**src/rtl/dct_pkg.sv**
```systemverilog
package dct_pkg;
  // Kind of whole-tick adjustment applied on a cycle boundary
  typedef enum logic [1:0] {
    ADJ_NONE   = 2'd0,
    ADJ_INSERT = 2'd1,
    ADJ_HOLD   = 2'd2
  } adj_e;
endpackage

```
**src/rtl/dct_err_meas.sv**
```systemverilog
// Phase error: received time minus local time, saturated to ERR_W bits.
module dct_err_meas #(
  parameter int TIME_W = 32,
  parameter int ERR_W  = 16
) (
  input  logic [TIME_W-1:0]       rx_time,
  input  logic [TIME_W-1:0]       loc_time,
  output logic signed [ERR_W-1:0] err
);
  logic signed [TIME_W-1:0] diff;
  assign diff = $signed(rx_time - loc_time);

  generate
    if (TIME_W > ERR_W) begin : g_clamp
      localparam logic signed [TIME_W-1:0] MAXV = TIME_W'((64'sd1 <<< (ERR_W-1)) - 1);
      localparam logic signed [TIME_W-1:0] MINV = -MAXV - TIME_W'(1);
      always_comb begin
        if (diff > MAXV)      err = ERR_W'(MAXV);
        else if (diff < MINV) err = ERR_W'(MINV);
        else                  err = ERR_W'(diff);
      end
    end else begin : g_extend
      assign err = $signed({{(ERR_W-TIME_W){diff[TIME_W-1]}}, diff});
    end
  endgenerate
endmodule

```
**src/rtl/dct_predictor.sv**
```systemverilog
// First-order drift predictor: corr += err * 2^FRAC_W / (N_CYC * A_INV), clamped.
module dct_predictor #(
  parameter int ERR_W  = 16,
  parameter int FRAC_W = 16,
  parameter int N_CYC  = 16,
  parameter int A_INV  = 64
) (
  input  logic                      clk,
  input  logic                      rst,
  input  logic                      load,
  input  logic signed [ERR_W-1:0]   err,
  output logic signed [FRAC_W:0]    corr_q
);
  localparam int SHIFT = $clog2(N_CYC) + $clog2(A_INV);
  localparam int WW    = ERR_W + FRAC_W + 2;
  localparam logic signed [WW-1:0] LIM = WW'((64'sd1 <<< FRAC_W) - 1);

  logic                 armed_q;
  logic signed [WW-1:0] err_w, corr_w, inc, sum;

  assign err_w  = $signed({{(WW-ERR_W){err[ERR_W-1]}}, err});
  assign corr_w = $signed({{(WW-FRAC_W-1){corr_q[FRAC_W]}}, corr_q});

  generate
    if (FRAC_W >= SHIFT) begin : g_up
      assign inc = err_w <<< (FRAC_W - SHIFT);
    end else begin : g_down
      assign inc = err_w >>> (SHIFT - FRAC_W);
    end
  endgenerate

  assign sum = corr_w + inc;

  always_ff @(posedge clk) begin
    if (rst) begin
      corr_q  <= '0;
      armed_q <= 1'b0;
    end else if (load) begin
      armed_q <= 1'b1;
      if (armed_q) begin
        if (sum > LIM)       corr_q <= (FRAC_W+1)'(LIM);
        else if (sum < -LIM) corr_q <= (FRAC_W+1)'(-LIM);
        else                 corr_q <= (FRAC_W+1)'(sum);
      end
    end
  end
endmodule

```
**src/rtl/dct_slip_acc.sv**
```systemverilog
// Fractional accumulator turning the per-cycle correction into whole-tick adjustments.
module dct_slip_acc
  import dct_pkg::*;
#(
  parameter int FRAC_W = 16
) (
  input  logic                   clk,
  input  logic                   rst,
  input  logic                   step,
  input  logic signed [FRAC_W:0] corr,
  output adj_e                   adj
);
  localparam int AW = FRAC_W + 2;
  localparam logic signed [AW-1:0] ONE = AW'(1) <<< FRAC_W;

  logic signed [AW-1:0] acc_q, sum;
  assign sum = acc_q + $signed({corr[FRAC_W], corr});

  always_comb begin
    adj = ADJ_NONE;
    if (step) begin
      if (sum >= ONE)       adj = ADJ_INSERT;
      else if (sum <= -ONE) adj = ADJ_HOLD;
    end
  end

  always_ff @(posedge clk) begin
    if (rst) begin
      acc_q <= '0;
    end else if (step) begin
      case (adj)
        ADJ_INSERT: acc_q <= sum - ONE;
        ADJ_HOLD:   acc_q <= sum + ONE;
        default:    acc_q <= sum;
      endcase
    end
  end
endmodule

```
**src/rtl/drift_cycle_timer.sv**
```systemverilog
module drift_cycle_timer
  import dct_pkg::*;
#(
  parameter int TIME_W = 32,
  parameter int ERR_W  = 16,
  parameter int FRAC_W = 16,
  parameter int N_CYC  = 16,
  parameter int A_INV  = 64
) (
  input  logic                     clk,
  input  logic                     rst,
  input  logic                     cycle_strobe,
  input  logic                     upd_valid,
  input  logic [TIME_W-1:0]        upd_time,
  output logic [TIME_W-1:0]        time_o,
  output logic signed [FRAC_W:0]   corr_o,
  output logic signed [ERR_W-1:0]  err_o
);
  logic [TIME_W-1:0]       time_q;
  logic signed [ERR_W-1:0] err_d, err_q;
  adj_e                    adj;
  logic                    step;

  assign step = cycle_strobe && !upd_valid;

  dct_err_meas #(.TIME_W(TIME_W), .ERR_W(ERR_W)) u_meas (
    .rx_time (upd_time),
    .loc_time(time_q),
    .err     (err_d)
  );

  dct_predictor #(.ERR_W(ERR_W), .FRAC_W(FRAC_W), .N_CYC(N_CYC), .A_INV(A_INV)) u_pred (
    .clk   (clk),
    .rst   (rst),
    .load  (upd_valid),
    .err   (err_d),
    .corr_q(corr_o)
  );

  dct_slip_acc #(.FRAC_W(FRAC_W)) u_acc (
    .clk (clk),
    .rst (rst),
    .step(step),
    .corr(corr_o),
    .adj (adj)
  );

  always_ff @(posedge clk) begin
    if (rst) begin
      time_q <= '0;
      err_q  <= '0;
    end else if (upd_valid) begin
      time_q <= upd_time;
      err_q  <= err_d;
    end else begin
      case (adj)
        ADJ_INSERT: time_q <= time_q + TIME_W'(2);
        ADJ_HOLD:   time_q <= time_q;
        default:    time_q <= time_q + TIME_W'(1);
      endcase
    end
  end

  assign time_o = time_q;
  assign err_o  = err_q;
endmodule

```
**config.mk**
```make
export PLATFORM = sky130hd
export DESIGN_NAME = drift_cycle_timer
export DESIGN_NICKNAME = d
export VERILOG_FILES = /design/src/rtl/dct_pkg.sv /design/src/rtl/dct_err_meas.sv /design/src/rtl/dct_predictor.sv /design/src/rtl/dct_slip_acc.sv /design/src/rtl/drift_cycle_timer.sv
export SDC_FILE = /design/constraint.sdc
export NUM_CORES = 1
export LEC_CHECK = 0
export BUFFER_PORTS_ARGS = -buffer_cell sky130_fd_sc_hd__clkbuf_2
export CAP_MARGIN = 20
export CORE_UTILIZATION = 25
export CTS_BUF_LIST = sky130_fd_sc_hd__clkbuf_4 sky130_fd_sc_hd__clkbuf_8
export DETAILED_ROUTE_END_ITERATION = 8
export GPL_TIMING_DRIVEN = 0
export PLACE_DENSITY = 0.42
export SLEW_MARGIN = 20
export SYNTH_ARGS = -nofsm -noshare
export SYNTH_HDL_FRONTEND = slang
export SYNTH_SLANG_ARGS = --single-unit
```
**constraint.sdc**
```tcl
create_clock -name clk -period 6.05 [get_ports clk]
set_clock_uncertainty 0.05 [all_clocks]
set_input_delay 0.605 -clock clk [delete_from_list [all_inputs] [get_ports clk]]
set_output_delay 0.605 -clock clk [all_outputs]
set_load 0.01 [all_outputs]
```
Yosys cells after proc, flatten, opt, wreduce, memory -nomap -nowiden:

Cells that the tools add are included.

* order comparisons: 6
* reductions and logical operators: 3
* add/sub/neg operators: 7
* multiplexer cells: 10
* equal/unequal tests: 3

Operators by type and width (count)
* $pmux W32 S2: 1
* $pmux W18 S2: 1
* $gt A34 B17 Y1 const B: 1
* $lt A34 B17 Y1 const B: 1
* $mux W17: 2
* $add A32 B1 Y32 const B: 1
* $add A32 B2 Y32 const B: 1
* $gt A32 B16 Y1 const B: 1
* $lt A32 B16 Y1 const B: 1
* $mux W16: 2
* $mux W32: 1
* $sub A32 B32 Y32: 1
* $add A17 B22 Y23: 1
* $add A18 B17 Y18: 1
* $add A18 B18 Y18 const B: 1
* $ge A18 B18 Y1 const B: 1
* $le A18 B17 Y1 const B: 1
* $sub A18 B18 Y18 const B: 1
* $mux W2: 3
* $eq A2 B1 Y1 const B: 1
* $eq A2 B2 Y1 const B: 1
* $ne A2 B2 Y1 const B: 1
* $reduce_and A2 Y1: 1
* $logic_and A1 B1 Y1: 1
* $logic_not A1 Y1: 1

* bits in registers: 84
* input port bits: 36
* output and inout port bits: 65
* word-level logic and storage cells: 34

Longest topological paths before layout:

* word-level depth: 8
* mapped depth: 30
* gate-level depth less buffers: 27

Cells and area by module:

A second synthesis with hierarchy kept.

* cells, all modules: 1056
* area, all modules: 8286.7 um^2

Modules (own cells, without submodules)
* drift_cycle_timer: area an instance 2583.7 um^2, instances 1, sequential area each 960.9 um^2, cells each 294
* dct_err_meas: area an instance 2363.5 um^2, instances 1, sequential area each 0.0 um^2, cells each 347
* dct_slip_acc: area an instance 1744.2 um^2, instances 1, sequential area each 360.3 um^2, cells each 214
* dct_predictor: area an instance 1595.3 um^2, instances 1, sequential area each 280.3 um^2, cells each 201

Least setup slack after synthesis:

No wires, ideal clock.

* path type: input port to flip-flop
* start point: input port upd_time[0]
* end point: register u_pred.corr_q[0]
* path slack: -448 ps
* arrival: 6326 ps
* buffers on the path: 2
* setup time: 122 ps
* stages on the path: 29
* data required time: 5878 ps
* cell sequence: inv_1 ha_1 inv_1 fa_1 a21oi_1 nor2_1 o211ai_2 a21oi_1 o2111a_1 a211o_1 or4b_1 or3_1 buf_6 nand2_4 buf_6 o21ai_0 ha_1 inv_1 fa_1 nor2b_1 o21a_1 o21ai_1 a211oi_1 or4b_2 nand3_1 or3b_2 nor4_2 nor2_1 a221o_1

* word-level cells in the longest chain between the ends: 8
* elaborated cells on any way between the ends: 10
* classes of those cells: add/sub: 2; order compare: 4; mux: 4

Ends and longest elaborated chain
* start, declared: line drift_cycle_timer.sv:14 `input logic [TIME_W-1:0] upd_time,`
* $sub A32 B32 Y32 (*): line dct_err_meas.sv:11 `assign diff = $signed(rx_time - loc_time);`
* $lt A32 B16 Y1: line dct_err_meas.sv:19 `else if (diff < MINV) err = ERR_W'(MINV);`
* $mux W16: line dct_err_meas.sv:19
* $mux W16 (*): line dct_err_meas.sv:18 `if (diff > MAXV) err = ERR_W'(MAXV);`
* via err_d[0]: line drift_cycle_timer.sv:20 `logic signed [ERR_W-1:0] err_d, err_q;`
* $add A17 B22 Y23 (*): line dct_predictor.sv:32 `assign sum = corr_w + inc;`
* $lt A34 B17 Y1: line dct_predictor.sv:42 `else if (sum < -LIM) corr_q <= (FRAC_W+1)'(-LIM);`
* $mux W17: line dct_predictor.sv:42
* $mux W17 (*): line dct_predictor.sv:41 `if (sum > LIM) corr_q <= (FRAC_W+1)'(LIM);`
* end signal, assigned: line dct_predictor.sv:41
* end signal, assigned: line dct_predictor.sv:42
* end signal, assigned: line dct_predictor.sv:43 `else corr_q <= (FRAC_W+1)'(sum);`
* end, declared: line dct_predictor.sv:12 `output logic signed [FRAC_W:0] corr_q`

The timed path passes the listed nets; every way through them passes the cells marked *.
A chain may end at the register's enable or synchronous reset.

Worst setup path in the final report:

* start point: register time_q[0] (netlist: time_o[0])
* end point: register u_pred.corr_q[7]

* word-level cells in the longest chain between the ends: 8
* elaborated cells on any way between the ends: 10
* classes of those cells: add/sub: 2; order compare: 4; mux: 4

Ends and longest elaborated chain
* start, declared: line drift_cycle_timer.sv:19 `logic [TIME_W-1:0] time_q;`
* start signal, assigned: line drift_cycle_timer.sv:53 `time_q <= upd_time;`
* start signal, assigned: line drift_cycle_timer.sv:57 `ADJ_INSERT: time_q <= time_q + TIME_W'(2);`
* start signal, assigned: line drift_cycle_timer.sv:58 `ADJ_HOLD: time_q <= time_q;`
* $sub A32 B32 Y32 (*): line dct_err_meas.sv:11
* $lt A32 B16 Y1: line dct_err_meas.sv:19
* $mux W16: line dct_err_meas.sv:19
* $mux W16 (*): line dct_err_meas.sv:18
* via err_d[0]: line drift_cycle_timer.sv:20
* $add A17 B22 Y23 (*): line dct_predictor.sv:32
* $lt A34 B17 Y1: line dct_predictor.sv:42
* $mux W17: line dct_predictor.sv:42
* $mux W17 (*): line dct_predictor.sv:41

Marked as above.

==> impl.org <==
** Detailed routing
- After detailed routing, the number of vias per cell comes to 5.370.
- The routed design uses 1290 um of met3 wire.
- Final routed wire length divided by cell count :: 19.95 um
- The detail route stage leaves a number of antenna-violating nets equal to 0.
- Number of design rule violations left after detail routing :: 0
- DR top layer :: met4
- After detailed routing, the wire length on met1 is 15990 um.
- Total wirelength of the detailed-routed design :: 34660 um
- Before antenna repair, the detailed router went through 6 iterations.
- In the detailed route, the total length drawn on met2 is 16560 um.
- Starting DRC count in detailed routing :: 607
- Routed via count :: 9327

** GRT
- Combined global-route utilization of all metal layers :: 20.64%
- Total congestion overflow after global routing :: 0
- The number of antenna violations at the first check in global routing is 0.
- The first global-routing pass estimated 52450 um of wire.
- Via count of the first global-routing pass :: 8897
- Largest net degree at the start of global routing :: 15

** Die
- Row generation in the floorplan step produced 65 rows.
- Initial standard-cell utilization of the core :: 25.59%
- The floorplan step set the die width to 182.4 um.
- DIE HEIGHT :: 182.4 um
- Total die area :: 33280 um^2
- Core Footprint :: 31800 um^2
- Ports :: 101

** Logic synthesis
- Netlist area before placement :: 8138 um^2
- Flip-flop cell with the highest count after synthesis :: dfxtp_1
- For this run, the number of Yosys warnings is 0.
- In this run the mean area of a mapped cell was 7.234 um^2.
- Counting every net in the synthesized netlist gives 1233.
- In this run, synthesis produced a sequential element count of 80.
- Proportion of synthesized chip area in sequential cells :: 19.68%
- Number of instances in the synthesized netlist :: 1125
- Summed over its instances, the top area cell type makes up 19.68% of the synthesized netlist area.
- Area leader, netlist :: dfxtp_1
- Most numerous cell types in the synthesized netlist :: nand2_1, nor2_1, a21oi_1
- The synthesized netlist contains 91 unique library cells.
- Of all flip-flops after synthesis, the portion carrying an async set or reset was 0%.
- Counting flops with a built-in enable in the synthesized netlist gives 0.
- After synthesis, the cell types taking the most area are dfxtp_1, ha_1, nand2_1, a21oi_1, nor2_1.
- Count leader, synth :: nand2_1

** STA
- Of the available clock period, the critical path in the final layout requires 100.8%.
- The count of final hold-check violations was 0.
- Setup repair after global routing could not meet its margin everywhere.
- Measured against its own limit, the worst slew margin works out to 34.92%.
- The final count of pins violating max slew came to 0.
- FMAX :: 0.1640 GHz
- Slew at the pin closest to its max-slew limit :: 0.9763 ns
- Setup Viol. Count Final :: 8
- Setup Total Neg Slack :: -0.2277 ns
- Worst Setup Slack, final :: -0.04656 ns
- Post-route minimum period :: 6.097 ns

** Clocking
- Source-to-sink clock delay at the later pin of the worst-skew pair :: 0.42 ns
- Hold repair after CTS inserted 0 buffers.
- Sinks on Clock Net :: 80
- Root Driver :: clkbuf_8
- Clock-pin slew was measured on the worst setup and hold paths at 0.10 ns.
- CTS tree :: yes
- The clock tree synthesis step divided the H-tree into 3 levels.
- Clock buffer count from CTS :: 9
- No sink is reached through more buffers than the 2 on the longest clock path.

** Placement
- HPWL Detailed :: 26400 um
- In this run the tool buffered the top-level ports with 98 buffer cells.
- Area post-placement :: 9284 um^2
- Gpl congestion :: 0.8756

** Setup path
- For this design, the slowest cell found on the critical path is or4_4.
- The worst setup path is launched from a register.
- In this run the worst path has a maximum fanout of 7.
- Peak per-stage delay on the critical path :: 0.42 ns
- STA puts the critical path data arrival time at 6.38 ns.
- The worst setup path is captured at a register.
- CP dominant cell by count :: o21ai_4
- Required time at the worst-slack endpoint :: 6.33 ns
- Category of the most critical setup path :: reg2reg

** Finish
- At the end of the flow the core is filled with cells to 34.53%.
- Compared with the post-synthesis result, the final layout area differs by 34.93%.
- The final layout contains 1405 nets.
- Share of post-route cells with drive strength above 1 :: 29.26%
- With fillers left out, the area of the finished cells amounts to 10980 um^2.
- Number of antenna repair diodes :: 0

** Status
- The flow ran to the end, but the final reports show violations.
- The final reports fail on negative setup slack.

** Power
- In this run the static leakage power is 4.235 nW.
- Internal power summed over all cells :: 1.408 mW
- Switching component of the power :: 1.127 mW
- Across the VDD grid, the largest voltage drop is 0.0001394 V.
- Combinational cells account for 54.8% of the total power.
- PD cells :: 230.9 nW/um^2
- Fraction of power consumed by sequential logic :: 25.6%
- Clock power share :: 19.6%
- In this run switching power makes up 44.47% of total power.

** Job
- Max-cap check violation count :: 0

** Min path
- Min-delay worst type :: reg2reg
-- kinds of logic (layout without fill, tap and decap cells) --
group           Yosys count  count (layout)  synth area share [%]
simple gates            437             437                 26.63
compound gates          370             371                 30.46
buf+inv                 112             288                 5.904
flops                    80              80                 19.68
fa+ha+maj                72              72                 11.35
xor+xnor                 44              44                 4.735
mux                      10              10                 1.245
-- layout by cell type (no fill, tap or decap), types with 7 or more instances in the layout --
| master | count |
|---|---|
| a211oi_1 | 16 |
| a21o_1 | 18 |
| a21oi_1 | 77 |
| a21oi_2 | 12 |
| a21oi_4 | 7 |
| a311oi_1 | 9 |
| a31oi_1 | 26 |
| and2_1 | 12 |
| and3_1 | 10 |
| buf_4 | 71 |
| buf_6 | 9 |
| clkbuf_1 | 29 |
| clkbuf_2 | 99 |
| clkbuf_8 | 9 |
| dfxtp_1 | 51 |
| dfxtp_2 | 8 |
| dfxtp_4 | 21 |
| ha_1 | 39 |
| ha_4 | 25 |
| inv_1 | 47 |
| inv_2 | 8 |
| mux2i_1 | 9 |
| nand2_1 | 124 |
| nand2b_1 | 8 |
| nand3_1 | 33 |
| nand4_1 | 12 |
| nor2_1 | 99 |
| nor2b_1 | 9 |
| nor3_1 | 37 |
| nor4_1 | 17 |
| o211ai_1 | 19 |
| o21a_1 | 18 |
| o21ai_0 | 51 |
| o21ai_1 | 13 |
| o31ai_1 | 11 |
| or3_1 | 11 |
| xnor2_1 | 17 |
| xor2_1 | 21 |
-- through the flow --
stage | hold WS (ns) | setup slack (ns) | power (mW) | cells
final | 0.4166 | -0.04656 | 2.535 | 1737
after CTS | 0.4169 | -0.01777 | 2.481 | 1726
after detailed placement | 0.4012 | -1.361 | 1.768 | 1658
after global placement | 0.3997 | -1.353 | 1.768 | 1658
after global routing | 0.4334 | -0.2355 | 2.703 | 1737
after floorplan | 0.3900 | -0.08429 | 1.426 | 1125
-- sequential cells by signal, indices dropped and copies added (netlist names) --
signal          cells
err_o              16
time_o             32
u_acc.acc_q        18
u_pred.armed_q      1
u_pred.corr_q      13
-- critical path, delay by kind of cell (launching register included) --
| family | cells | cell delay, ns |
|---|---|---|
| DFF | 1 | 0.37 |
| buffers and inverters | 5 | 0.55 |
| AOI/OAI and AO/OA | 9 | 1.50 |
| and+or+nand+nor | 10 | 2.36 |
| xor gates and xnor gates | 1 | 0.17 |
| adders and majority gates | 4 | 1.02 |
-- path summary, 6_finish.rpt --
path / start / to / slack, ns / cells after the start
max: time_o[0] / u_pred.corr_q[7] / -0.05 / 29
min: u_acc.acc_q[0] / u_acc.acc_q[0] / 0.42 / 2
max reg2reg: time_o[0] / u_pred.corr_q[7] / -0.05 / 29
min reg2reg: u_acc.acc_q[0] / u_acc.acc_q[0] / 0.42 / 2
-- per-layer routing --
layer / vias to the layer above / GRT usage [%]
met2: 252 / 35.13
met5: - / 0
met4: 0 / 5.815
met3: 43 / 2.075
li1: 4541 / -
met1: 4491 / 27.53
-- layout make-up --
type,instances,area [um^2]
clock inverters,6,92.59
clock buffers,10,131.4
well taps,435,544.3
plain buffers,50,276.5
flip-flops and latches,80,1690
fillers,3429,20820
multi-input cells,934,7000
inverters,56,222.7
repair buffers,166,1022
-- power by group through the flow --
stage | Sequential (mW) | Clock [mW] | Combinational, mW
finish | 0.649 | 0.497 | 1.39
global route | 0.656 | 0.529 | 1.52
CTS | 0.651 | 0.513 | 1.32
detailed placement | 0.670 | 0 | 1.10
global placement | 0.669 | 0 | 1.10
floorplan | 0.661 | 0 | 0.765
-- repair_timing --
| item | in CTS | in global routing |
|---|---|---|
| pin swaps | 51 | 29 |
| endpoints found under the setup margin | 34 | 34 |
| setup buffers | 57 | 11 |
| gates cloned | 1 | 0 |
| gates resized for setup | 175 | 57 |
No activity file was read; power rests on OpenSTA's default activity.
